`src/rtl/pio_fifo_pkg.sv`:
```
package pio_fifo_pkg;
  typedef struct packed {
    logic rd_unit;
    logic rd_burst;
    logic wr_unit;
    logic wr_burst;
  } lvl_flags_t;

  typedef struct packed {
    logic empty;
    logic full;
    logic rx_act;
    logic tx_act;
  } stat_bits_t;
endpackage

```
`src/rtl/pio_fifo_store.sv`:
```
module pio_fifo_store #(
  parameter int DEPTH = 64,
  parameter int AW    = $clog2(DEPTH)
) (
  input  logic          clk,
  input  logic          wr_byte_en,
  input  logic          wr_half_en,
  input  logic [AW-1:0] wr_ptr,
  input  logic [7:0]    wr_byte,
  input  logic [15:0]   wr_half,
  input  logic [AW-1:0] rd_ptr,
  output logic [7:0]    rd_byte,
  output logic [15:0]   rd_half
);
  logic [7:0] mem [DEPTH];
  logic [AW-1:0] wr_nxt, rd_nxt;

  assign wr_nxt = wr_ptr + AW'(1);
  assign rd_nxt = rd_ptr + AW'(1);

  always_ff @(posedge clk) begin
    if (wr_byte_en) begin
      mem[wr_ptr] <= wr_byte;
    end else if (wr_half_en) begin
      mem[wr_ptr] <= wr_half[7:0];
      mem[wr_nxt] <= wr_half[15:8];
    end
  end

  assign rd_byte = mem[rd_ptr];
  assign rd_half = {mem[rd_nxt], mem[rd_ptr]};
endmodule

```
`src/rtl/pio_fifo_ctrl.sv`:
```
module pio_fifo_ctrl #(
  parameter int DEPTH = 64,
  parameter int AW    = $clog2(DEPTH),
  parameter int CW    = $clog2(DEPTH + 1)
) (
  input  logic          clk,
  input  logic          rst_n,
  input  logic          soft_rst,
  input  logic [1:0]    push_n,
  input  logic [1:0]    pop_n,
  output logic [AW-1:0] wr_ptr,
  output logic [AW-1:0] rd_ptr,
  output logic [CW-1:0] count
);
  always_ff @(posedge clk or negedge rst_n) begin
    if (!rst_n) begin
      wr_ptr <= '0;
      rd_ptr <= '0;
      count  <= '0;
    end else if (soft_rst) begin
      wr_ptr <= '0;
      rd_ptr <= '0;
      count  <= '0;
    end else begin
      wr_ptr <= wr_ptr + AW'(push_n);
      rd_ptr <= rd_ptr + AW'(pop_n);
      count  <= count + CW'(push_n) - CW'(pop_n);
    end
  end

  // occupancy never exceeds the store
  assert_no_overflow_R11: assert property (@(posedge clk) disable iff (!rst_n)
    count <= CW'(DEPTH));

  // soft reset leaves nothing stored
  assert_soft_clear_R10: assert property (@(posedge clk) disable iff (!rst_n)
    soft_rst |=> (count == '0) && (wr_ptr == rd_ptr));
endmodule

```
`src/rtl/pio_fifo_flags.sv`:
```
module pio_fifo_flags
  import pio_fifo_pkg::*;
#(
  parameter int DEPTH       = 64,
  parameter int CW          = $clog2(DEPTH + 1),
  parameter int UNIT_BYTES  = 4,
  parameter int BURST_BYTES = 32
) (
  input  logic          clk,
  input  logic          rst_n,
  input  logic          rx_mode,
  input  logic [CW-1:0] count,
  output lvl_flags_t    lvl,
  output stat_bits_t    stat
);
  logic [CW-1:0] free_b;
  logic [1:0]    have_lvl, room_lvl;

  assign free_b = CW'(DEPTH) - count;

  // index 0: unit granularity, index 1: burst granularity
  for (genvar g = 0; g < 2; g++) begin : g_thr
    localparam int THR = (g == 0) ? UNIT_BYTES : BURST_BYTES;
    assign have_lvl[g] = rx_mode  && (count  >= CW'(THR));
    assign room_lvl[g] = !rx_mode && (free_b >= CW'(THR));
  end

  assign lvl.rd_unit  = have_lvl[0];
  assign lvl.rd_burst = have_lvl[1];
  assign lvl.wr_unit  = room_lvl[0];
  assign lvl.wr_burst = room_lvl[1];

  assign stat.empty  = (count == '0);
  assign stat.full   = (count == CW'(DEPTH));
  assign stat.rx_act = rx_mode  && !stat.empty;
  assign stat.tx_act = !rx_mode && !stat.empty;

  // a burst of data implies a unit of data
  assert_burst_has_unit_R3: assert property (@(posedge clk) disable iff (!rst_n)
    lvl.rd_burst |-> lvl.rd_unit);

  // the store is never both full and empty
  assert_full_not_empty_R5: assert property (@(posedge clk) disable iff (!rst_n)
    stat.full |-> !stat.empty);
endmodule

```
`src/rtl/pio_half_fifo.sv`:
```
module pio_half_fifo
  import pio_fifo_pkg::*;
#(
  parameter int DEPTH       = 64,
  parameter int UNIT_BYTES  = 4,
  parameter int BURST_BYTES = 32
) (
  input  logic        clk,
  input  logic        rst_n,
  input  logic        soft_rst,
  input  logic        rx_mode,
  input  logic        cin_valid,
  output logic        cin_ready,
  input  logic [7:0]  cin_data,
  output logic        cout_valid,
  input  logic        cout_ready,
  output logic [7:0]  cout_data,
  input  logic        hrd_req,
  output logic        hrd_ready,
  output logic [15:0] hrd_data,
  input  logic        hwr_valid,
  output logic        hwr_ready,
  input  logic [15:0] hwr_data,
  output logic        rd_rdy,
  output logic        rd_burst_rdy,
  output logic        wr_rdy,
  output logic        wr_burst_rdy,
  output logic        st_empty,
  output logic        st_full,
  output logic        st_rx_active,
  output logic        st_tx_active
);
  localparam int AW = $clog2(DEPTH);
  localparam int CW = $clog2(DEPTH + 1);

  logic [AW-1:0] wr_ptr, rd_ptr;
  logic [CW-1:0] count, free_b;
  logic [1:0]    push_n, pop_n;
  logic          cin_fire, cout_fire, hrd_fire, hwr_fire;
  logic [7:0]    rd_byte;
  logic [15:0]   rd_half;
  lvl_flags_t    lvl;
  stat_bits_t    stat;

  assign free_b     = CW'(DEPTH) - count;
  assign cin_ready  = rx_mode && !stat.full;
  assign cout_valid = !rx_mode && !stat.empty;
  assign hrd_ready  = rx_mode && (count >= CW'(2));
  assign hwr_ready  = !rx_mode && (free_b >= CW'(2));

  assign cin_fire  = cin_valid && cin_ready;
  assign cout_fire = cout_valid && cout_ready;
  assign hrd_fire  = hrd_req && hrd_ready;
  assign hwr_fire  = hwr_valid && hwr_ready;

  assign push_n = cin_fire ? 2'd1 : (hwr_fire ? 2'd2 : 2'd0);
  assign pop_n  = hrd_fire ? 2'd2 : (cout_fire ? 2'd1 : 2'd0);

  pio_fifo_store #(.DEPTH(DEPTH), .AW(AW)) u_store (
    .clk       (clk),
    .wr_byte_en(cin_fire),
    .wr_half_en(hwr_fire),
    .wr_ptr    (wr_ptr),
    .wr_byte   (cin_data),
    .wr_half   (hwr_data),
    .rd_ptr    (rd_ptr),
    .rd_byte   (rd_byte),
    .rd_half   (rd_half)
  );

  pio_fifo_ctrl #(.DEPTH(DEPTH), .AW(AW), .CW(CW)) u_ctrl (
    .clk     (clk),
    .rst_n   (rst_n),
    .soft_rst(soft_rst),
    .push_n  (push_n),
    .pop_n   (pop_n),
    .wr_ptr  (wr_ptr),
    .rd_ptr  (rd_ptr),
    .count   (count)
  );

  pio_fifo_flags #(.DEPTH(DEPTH), .CW(CW), .UNIT_BYTES(UNIT_BYTES),
                   .BURST_BYTES(BURST_BYTES)) u_flags (
    .clk    (clk),
    .rst_n  (rst_n),
    .rx_mode(rx_mode),
    .count  (count),
    .lvl    (lvl),
    .stat   (stat)
  );

  assign hrd_data     = hrd_ready ? rd_half : 16'h0000;
  assign cout_data    = rd_byte;
  assign rd_rdy       = lvl.rd_unit;
  assign rd_burst_rdy = lvl.rd_burst;
  assign wr_rdy       = lvl.wr_unit;
  assign wr_burst_rdy = lvl.wr_burst;
  assign st_empty     = stat.empty;
  assign st_full      = stat.full;
  assign st_rx_active = stat.rx_act;
  assign st_tx_active = stat.tx_act;

  // a host read with too little data leaves the occupancy alone
  assert_empty_read_R7: assert property (@(posedge clk) disable iff (!rst_n)
    (rx_mode && hrd_req && !hrd_ready && !cin_fire && !soft_rst)
      |=> count == $past(count));

  // a host write into a full store adds nothing
  assert_full_drop_R8: assert property (@(posedge clk) disable iff (!rst_n)
    (!rx_mode && hwr_valid && !hwr_ready && !soft_rst)
      |=> count <= $past(count));
endmodule

```
`config.mk`:
```
export PLATFORM = sky130hd
export DESIGN_NAME = pio_half_fifo
export DESIGN_NICKNAME = d
export VERILOG_FILES = /design/src/rtl/pio_fifo_pkg.sv /design/src/rtl/pio_fifo_store.sv /design/src/rtl/pio_fifo_ctrl.sv /design/src/rtl/pio_fifo_flags.sv /design/src/rtl/pio_half_fifo.sv
export SDC_FILE = /design/constraint.sdc
export NUM_CORES = 1
export LEC_CHECK = 0
export BUFFER_PORTS_ARGS = -buffer_cell sky130_fd_sc_hd__clkbuf_2
export CELL_PAD_IN_SITES_DETAIL_PLACEMENT = 1
export CELL_PAD_IN_SITES_GLOBAL_PLACEMENT = 2
export CORE_ASPECT_RATIO = 0.7
export CORE_UTILIZATION = 47
export DETAILED_ROUTE_END_ITERATION = 10
export GPL_TIMING_DRIVEN = 1
export HOLD_SLACK_MARGIN = 0.02
export PLACE_DENSITY = 0.91
export REMOVE_ABC_BUFFERS = 1
export SYNTH_ARGS = -nofsm -noshare
export SYNTH_HDL_FRONTEND = slang
export SYNTH_SLANG_ARGS = --single-unit
```
`constraint.sdc`:
```
create_clock -name clk -period 4.4 [get_ports clk]
set_clock_uncertainty 0.2 [all_clocks]
set_input_delay 0 -clock clk [delete_from_list [all_inputs] [get_ports clk]]
set_output_delay 0 -clock clk [all_outputs]
set_load 0.005 [all_outputs]
```
## Yosys cells after proc, flatten, opt, wreduce, memory -nomap -nowiden

Memories as Yosys holds them, arrays and structs flattened.
Index checks and enable logic that the tools add are counted.

| operators by class | value |
|---|---|
| add/sub/neg operators | 7 |
| magnitude comparators | 6 |
| equality and inequality tests | 1 |
| muxes and demuxes | 14 |
| bitwise gates (word level) | 1 |
| reductions and logical operators | 17 |

Operators by type and width:

| operator | count |
|---|---|
| $mux 16 | 1 |
| $ge 7x2->1 const B | 2 |
| $ge 7x3->1 const B | 2 |
| $ge 7x6->1 const B | 2 |
| $logic_and 1x1->1 | 13 |
| $add 6x1->6 const B | 2 |
| $add 6x2->6 | 2 |
| $mux 6 | 2 |
| $mux 8 | 1 |
| $add 7x2->7 | 1 |
| $eq 7x7->1 const B | 1 |
| $logic_not 7->1 | 1 |
| $mux 7 | 1 |
| $sub 7x2->7 | 1 |
| $sub 7x7->7 const A | 1 |
| $mux 1 | 6 |
| $mux 2 | 3 |
| $logic_not 1->1 | 3 |
| $or 1x1->1 | 1 |

| word-level totals | value |
|---|---|
| bits in registers | 19 |
| memory bits (writable) | 512 |
| bits of input ports | 32 |
| logic and storage cells | 50 |
| memories kept | 1 |

Memory list:

| name | depth | bits a word | read ports | clocked after Yosys merged registers in | write ports | RTL line | source |
|---|---|---|---|---|---|---|---|
| u_store.mem | 64 | 8 | 2 | 0 | 2 | pio_fifo_store.sv:15 | `logic [7:0] mem [DEPTH];` |

## Logic depth before layout (Yosys ltp)

Gate-level depths: netlist of run 1.

| logic depth | value |
|---|---|
| word-level depth | 9 |
| depth in mapped cells | 18 |

## Hierarchy

A second synthesis of run 1 with hierarchy kept.

| second synthesis, totals | value |
|---|---|
| cell total of the unflattened synthesis | 2,471 |
| area total of the unflattened synthesis | 32,986.6 µm² |

Modules (own cells, without submodules):

| module | instances | cells an instance | area an instance (µm²) | sequential area each (µm²) |
|---|---|---|---|---|
| pio_fifo_store | 1 | 2,298 | 31,376.3 | 15,374.7 |
| pio_fifo_ctrl | 1 | 109 | 1,128.6 | 475.5 |
| pio_half_fifo | 1 | 39 | 314.1 | 0.0 |
| pio_fifo_flags | 1 | 25 | 167.7 | 0.0 |

## Least setup slack after synthesis of run 1

No wires, ideal clock.

| timing | value |
|---|---|
| path kind | register to register |
| start | register u_ctrl.count[2] |
| end | register u_ctrl.count[6] |
| arrival | 3.510 ns |
| required time | 4.064 ns |
| slack | 0.554 ns |
| cell stages (with the launch flop) | 18 |
| clock period less this slack | 3.846 ns |
| cells stage by stage | dfrtp_1 -> inv_1 -> ha_1 -> or3b_1 -> a211oi_2 -> o211ai_1 -> and2_1 -> buf_6 -> buf_4 -> inv_1 -> fa_1 -> fa_1 -> nand2b_1 -> a21oi_1 -> o21ai_0 -> a21oi_1 -> or3_1 -> a21oi_1 |

| between the ends | value |
|---|---|
| cells in the longest elaborated chain, start to end | 9 |
| elaborated cells between the ends (all ways) | 22 |
| those cells by class | add/sub: 3; order compare: 2; eq/ne: 1; mux: 5; reduce/logical: 11 |

Ends and longest elaborated chain:

| item | RTL line | source |
|---|---|---|
| from (decl) | pio_fifo_ctrl.sv:13 | `output logic [CW-1:0] count` |
| from (signal assigned) | pio_fifo_ctrl.sv:27 | `count <= count + CW'(push_n) - CW'(pop_n);` |
| $sub 7x7->7 | pio_half_fifo.sv:45 | `assign free_b = CW'(DEPTH) - count;` |
| $ge 7x2->1 | pio_half_fifo.sv:49 | `assign hwr_ready = !rx_mode && (free_b >= CW'(2));` |
| $logic_and 1x1->1 | pio_half_fifo.sv:49 |  |
| $logic_and 1x1->1 | pio_half_fifo.sv:54 | `assign hwr_fire = hwr_valid && hwr_ready;` |
| $mux 2 (2 in series) | pio_half_fifo.sv:56 | `assign push_n = cin_fire ? 2'd1 : (hwr_fire ? 2'd2 : 2'd0);` |
| $add 7x2->7 | pio_fifo_ctrl.sv:27 |  |
| $sub 7x2->7 * | pio_fifo_ctrl.sv:27 |  |
| $mux 7 * | pio_fifo_ctrl.sv:20 | `end else if (soft_rst) begin` |

Mark *: on every way between the ends. The rest lies on a longest branch, timed or not.

## Worst setup path in the final report of run 1

| timing | value |
|---|---|
| start | register u_ctrl.rd_ptr[2] |
| end | output hrd_data[1] |

| between the ends | value |
|---|---|
| cells in the longest elaborated chain, start to end | 2 |

Ends and longest elaborated chain:

| item | RTL line | source |
|---|---|---|
| from (decl) | pio_fifo_ctrl.sv:12 | `output logic [AW-1:0] rd_ptr,` |
| from (signal assigned) | pio_fifo_ctrl.sv:26 | `rd_ptr <= rd_ptr + AW'(pop_n);` |
| $mem_v2 64x8 | n/a |  |
| $mux 16 | pio_half_fifo.sv:92 | `assign hrd_data = hrd_ready ? rd_half : 16'h0000;` |
| to (decl) | pio_half_fifo.sv:20 | `output logic [15:0] hrd_data,` |

Every way passes these cells.

==> impl_metrics.tcl, run 1 <==
set metrics [dict create \
    whs_path_depth 4 \
    cp.arrival_ps 4240 \
    initial_utilization_pct 47.8 \
    cts.htree.levels 2 \
    relSlewSlack_pct 10.1 \
    clk_pin_slew_ps 70 \
    rows 80 \
    r2r_cells 12 \
    worst_skew_pair.late_latency_ps 640 \
    postPlaceCellArea_mm2 0.0344 \
    ioPinCount 68 \
    holdCritStartpoint "rx_mode" \
    syn_area_mm2 0.0328 \
    final_area_mm2 0.0364 \
    timing.rr.end "u_store.mem[28][0]$_DFFE_PP_" \
    cts_inserted_buffers 53 \
    die_y_um 223 \
    yosys.area.top_type_share_pct 46.9 \
    grt_use_met3_pct 7.76 \
    worst_pin_slew_ps 1350 \
    leakagePower_nw 11.8 \
    synth_top_area_cell "edfxtp_1" \
    grt.overflow.total 0 \
    fin_crit_sh_pct 101 \
    cts.sinks 531 \
    maxCapViolations 0 \
    cts-root-buf "clkbuf_16" \
    cts_tree "done" \
    synth_edf_count 512 \
    drive_above_1_share_pct 40.5 \
    die_x_um 318 \
    grtUsageMet1_pct 49.2 \
    ys_seq_area_share_pct 48.4 \
    fin_ws_ps -35.8 \
    antenna_found_initial 1 \
    total_power_mw 15.9 \
    path_class "reg -> out" \
    track_usage_pct 34.1 \
    ys_seq_elements 531 \
    ant_nets 0 \
    synth.top_cells.by_count "edfxtp_1 (512), mux2_2 (383), mux4_2 (256)" \
    layout.nets 2452 \
    grt_use_met2_pct 50.9 \
    die-area_mm2 0.0708 \
    vdd_drop_max_uv 305 \
    required_ps 4200 \
    clockBufferDepth 3 \
    setup_viol 1 \
    worst_setup_path_start_kind "register" \
    grt_pass1_vias 24200 \
    path_max_fanout 19 \
    max_freq_ghz 0.225 \
    wirelength_mm 121 \
    min_period_ps 4440 \
    synthArstFlopShare_pct 3.58 \
    ys_warn_count 0 \
    grt_pass1_wl_mm 175 \
    hold_viol_final 0 \
    gp_congestion 0.988 \
    dpl.hpwl_mm 81.6 \
    drtPass1Iterations 5 \
    powerDensity_mw_per_mm2 437 \
    hold_path_end "u_ctrl.wr_ptr[0]$_DFF_PN0_" \
    syn2layout_area_growth_pct 11.0 \
    slew_viol_final 0 \
    reg2reg_from "u_ctrl.count[2]$_DFF_PN0_" \
    ys_types 69 \
    rsz0062_at_grt "false" \
    r2r_slack_ps 250 \
    ys_top_cells_by_area "edfxtp_1 (47%), mux4_2 (18%), mux2_2 (13%)" \
    failed_checks "negative setup slack" \
    detail_route.wl_per_cell_um 36.3 \
    status "finished, violations left" \
    synth_ff_type "edfxtp_1" \
    postSynthCellCount 2350 \
    grt-busiest-layer "met2" \
    port_buffers 67 \
    grt_start_max_net_pins 107 \
    hold_path_class "in -> reg" \
    drt-initial-drc-count 3752 \
    coreArea_mm2 0.0686 \
    endpoint_kind "output pin" \
    drc_errors 0 \
    synth.most_common_cell "edfxtp_1" \
    vias 24200 \
    viasPerCell 7.24 \
    syn_avg_cell_area_um2 13.9 \
]
critical path, stage by stage, from the launching register on:
cell and delay, ps:
dfrtp_1 630, nor2_2 940, buf_4 460, a22oi_1 190, nand3_1 200, o21ai_0 140
nor2_1 520, and2_1 340, clkbuf_2 160
metal layers:
layer  wire, um  part of all wire [%]
met5          0                     0
met4       4450                   3.7
met3      15000                    12
met2      53600                    44
met1      48100                    40
worst max-delay path by stage:
stage	from	endpoint	slack (ps)	depth (start not counted)
global placement	u_ctrl.count[2]$_DFF_PN0_	u_ctrl.count[6]$_DFF_PN0_	350	16
global route	u_ctrl.rd_ptr[0]$_DFF_PN0_	hrd_data[15]	10	9
detailed placement	u_ctrl.count[2]$_DFF_PN0_	u_ctrl.count[6]$_DFF_PN0_	270	16
CTS	u_ctrl.rd_ptr[1]$_DFF_PN0_	hrd_data[11]	40	8
floorplan	u_ctrl.rd_ptr[0]$_DFF_PN0_	hrd_data[10]	-9640	5
finish	u_ctrl.rd_ptr[2]$_DFF_PN0_	hrd_data[1]	-40	8
area by class of cell:
class	count	area (um^2)
clock inverters	21	153
clock buffers	76	1490
multi-input cells	1545	15800
flip-flops and latches	531	15900
repair buffers	243	1890
well taps	902	1130
diodes	2	5.00
fillers	6597	32200
inverters	21	78.8
placed cells by master, fill, tap and decap left out, types with 13 or more instances in the layout:
| cell type | instances |
|---|---|
| ha_1 | 19 |
| o22ai_1 | 45 |
| o21ai_0 | 27 |
| edfxtp_1 | 512 |
| o21bai_1 | 13 |
| clkbuf_1 | 18 |
| mux2_1 | 17 |
| nand3_1 | 22 |
| dlygate4sd3_1 | 25 |
| nor2b_1 | 20 |
| clkbuf_16 | 55 |
| mux2_2 | 383 |
| dfrtp_1 | 17 |
| o21ai_1 | 26 |
| mux2i_1 | 52 |
| nand4_1 | 18 |
| buf_4 | 137 |
| inv_1 | 20 |
| mux4_2 | 256 |
| nor2_1 | 191 |
| buf_12 | 13 |
| xnor2_1 | 13 |
| nand2_1 | 53 |
| clkbuf_2 | 67 |
| nor2_2 | 15 |
| and2_1 | 21 |
| a22oi_1 | 64 |
| a21oi_1 | 176 |
report_power, final:
group	internal (mW)	switching, mW
clock	2.46	2.11
sequential	5.71	0.103
combinational	2.43	3.08
total	10.6	5.30
flip-flops by register name, indices dropped and copies added (netlist names):
register / count
u_ctrl.rd_ptr: 6
u_ctrl.count: 7
u_store.mem: 512
u_ctrl.wr_ptr: 6
cells by family after synthesis:
| group | synth area share [%] |
|---|---|
| multiplexers | 33.6 |
| flip-flops | 48.4 |
| AND/OR/NAND/NOR | 5.85 |
| AO/OA/AOI/OAI | 6.94 |
| buffers and inverters | 3.69 |
| adder cells (fa/ha/maj) | 1.05 |
| XOR/XNOR | 0.504 |
timing repair:
item,CTS,global route
hold buffers,26,0
pin swaps,0,1
setup endpoints to repair,5,9
endpoints found under the hold margin,191,0
resized for setup,5,3
buffers inserted,0,4
through the flow:
| stage | hold WS [ps] | setup TNS [ps] | setup WS (ps) | cells | util, % |
|---|---|---|---|---|---|
| after floorplan | -496 | -183740 | -9640 | 2097 | - |
| after global placement | -134 | 0 | 349 | 3212 | 50.2 |
| after detailed placement | -126 | 0 | 265 | 3212 | 50.2 |
| after CTS | 26.1 | 0 | 40.1 | 3335 | 53.0 |
| after global routing | 114 | 0 | 11.8 | 3339 | 53.1 |
| final | 63.5 | -35.8 | -35.8 | 3341 | 53.1 |
Note: power is estimated with default switching activity, not from simulation.
==> inputs of run 2 (changes only) <==
CORE_ASPECT_RATIO = 0.8   (was 0.7)
==> run 2 against run 1 <==
Against the previous run: sequential share of layout area is 0.22 points lower; largest cell class unchanged; the flow now finishes without violations; routed wire length is 2.3% lower; critical path depth rose by 1; clock power is 10% higher.
==> impl_metrics.tcl, run 2 (same netlist as run 1, synthesis figures left out) <==
set metrics [dict create \
    status "completed" \
    crit_top_cell "buf_4" \
    largest-register "u_store.mem" \
    mostFrequentLayoutCell "edfxtp_1" \
    layout.nets 2453 \
    antenna_found_initial 4 \
    slew_viol_final 0 \
    grt.overflow.total 0 \
    relSlewSlack_pct 13.6 \
    reg.largest.list "u_store.mem x512, u_ctrl.count x7" \
    worst_setup_path_start_kind "register" \
    maxCapViolations 0 \
    path_max_fanout 18 \
    powerDensity_mw_per_mm2 449 \
    total_power_mw 16.4 \
    port_buffers 67 \
    max_freq_ghz 0.229 \
    viasPerCell 7.11 \
    crit_buf_inv 3 \
    worst_pin_slew_ps 1300 \
    cp.arrival_ps 4170 \
    dpl.hpwl_mm 79.3 \
    cts.htree.levels 2 \
    slowest_stage "dfrtp_4" \
    endpoint_kind "output pin" \
    cts-root-buf "clkbuf_16" \
    gp_congestion 0.988 \
    fin_crit_sh_pct 99.4 \
    track_usage_pct 33.3 \
    slowest_delay_ps 630 \
    pre_cts_slack_ps 392 \
    dpl.cell_count 3229 \
    detail_route.wl_per_cell_um 35.2 \
    worst_skew_pair.late_latency_ps 640 \
    drc_errors 0 \
    wirelength_mm 118 \
    postLayoutCoreUtil_pct 53.0 \
    drt-initial-drc-count 3200 \
    grt_pass1_vias 24100 \
    drive_above_1_share_pct 40.8 \
    clk_pin_slew_ps 70 \
    vdd_drop_max_uv 529 \
    min_period_ps 4370 \
    rows 86 \
    hold_slack_ps 57.9 \
    grt_pass1_wl_mm 171 \
    vias 23900 \
    die_y_um 238 \
    drtPass1Iterations 5 \
    grt_start_max_net_pins 106 \
    largest_register_ffs 512 \
    cp_top_family "compound AO/OA/AOI/OAI gates" \
    leakagePower_nw 11.9 \
    holdCritStartpoint "hwr_data[15]" \
    n_fill_cell 6672 \
    die-area_mm2 0.0708 \
    hold_viol_final 0 \
    antenna_cells 0 \
    die_x_um 297 \
    reg2reg_from "u_ctrl.count[4]$_DFF_PN0_" \
    syn2layout_area_growth_pct 11.6 \
    crit_start "u_ctrl.rd_ptr[0]$_DFF_PN0_" \
    ioPinCount 68 \
    cts_inserted_buffers 56 \
    fin_cells 3366 \
    crit_chain "ha_4, buf_4, buf_4, mux4_2, mux2i_1, o22ai_1, o21ai_0, o221ai_1, clkbuf_2" \
    rsz0062_at_grt "false" \
    path_class "reg -> out" \
    fin_ws_ps 25.4 \
    cts_tree "done" \
    setup_viol 0 \
    coreArea_mm2 0.0690 \
    required_ps 4200 \
    initial_utilization_pct 47.5 \
    cts.sinks 531 \
    hold_path_class "in -> reg" \
    layout_common_cells "edfxtp_1 (512), mux2_2 (383), mux4_2 (256)" \
    clockBufferDepth 3 \
    ant_nets 0 \
]
[run 2: per-stage QoR]
stage	setup TNS, ps	area, um^2
after floorplan	-183740	31600
after global placement	0	34400
after detailed placement	0	34400
after CTS	0	36500
after global routing	0	36600
final	0	36600
[run 2: cell type report]
cell class	count	area, um^2	share of cell area [%]
Sequential cell	531	15900	43.4
Timing Repair Buffer	241	1830	5.00
Inverter	21	78.8	0.216
Tap cell	924	1160	3.16
Clock buffer	60	1440	3.93
Clock inverter	44	430	1.18
Multi-Input combinational cell	1545	15800	43.2
[run 2: final timing paths]
path	cells after the start	slack (ps)	endpoint
setup / recovery	9	30	hrd_data[8]
hold / removal	4	60	u_store.mem[30][7]$_DFFE_PP_
setup reg to reg	15	270	u_ctrl.count[6]$_DFF_PN0_
hold reg to reg	2	640	u_ctrl.wr_ptr[3]$_DFF_PN0_
max in group asynchronous	3	2800	u_ctrl.rd_ptr[0]$_DFF_PN0_
min in group asynchronous	3	440	u_ctrl.count[5]$_DFF_PN0_
[run 2: timing repair]
action / CTS / global route
hold endpoints to repair: 181 / 0
pin swaps: 1 / 1
hold buffers: 23 / 0
endpoints found under the setup margin: 2 / 4
setup buffers: 3 / 7
resized for setup: 0 / 3
[run 2: layer usage]
layer  global-route usage [%]  routed length [um]  vias to the layer above  part of all wire, %
met4                     12.5                4740                        2                  4.0
met2                     52.3               54700                     1673                   46
met5                        0                  12                        -                0.010
met3                     7.41               13300                      283                   11
met1                     45.5               45700                    12500                   39
li1                         -                   -                     9412                    -
[run 2: worst reg2reg max path, delay by kind of cell, from the launching register on]
kind | cells | cell delay, ps
AO/OA/AOI/OAI | 6 | 1020
buffers and inverters | 2 | 230
AND/OR/NAND/NOR | 4 | 880
adder cells (fa/ha/maj) | 3 | 1210
flip-flops | 1 | 460
[run 2: power by group]
| group | switching (mW) | leakage (nW) | internal [mW] |
|---|---|---|---|
| sequential | 0.101 | 4.86 | 5.71 |
| combinational | 3.13 | 6.13 | 2.47 |
| clock | 2.15 | 0.927 | 2.87 |
| total | 5.38 | 11.9 | 11.0 |
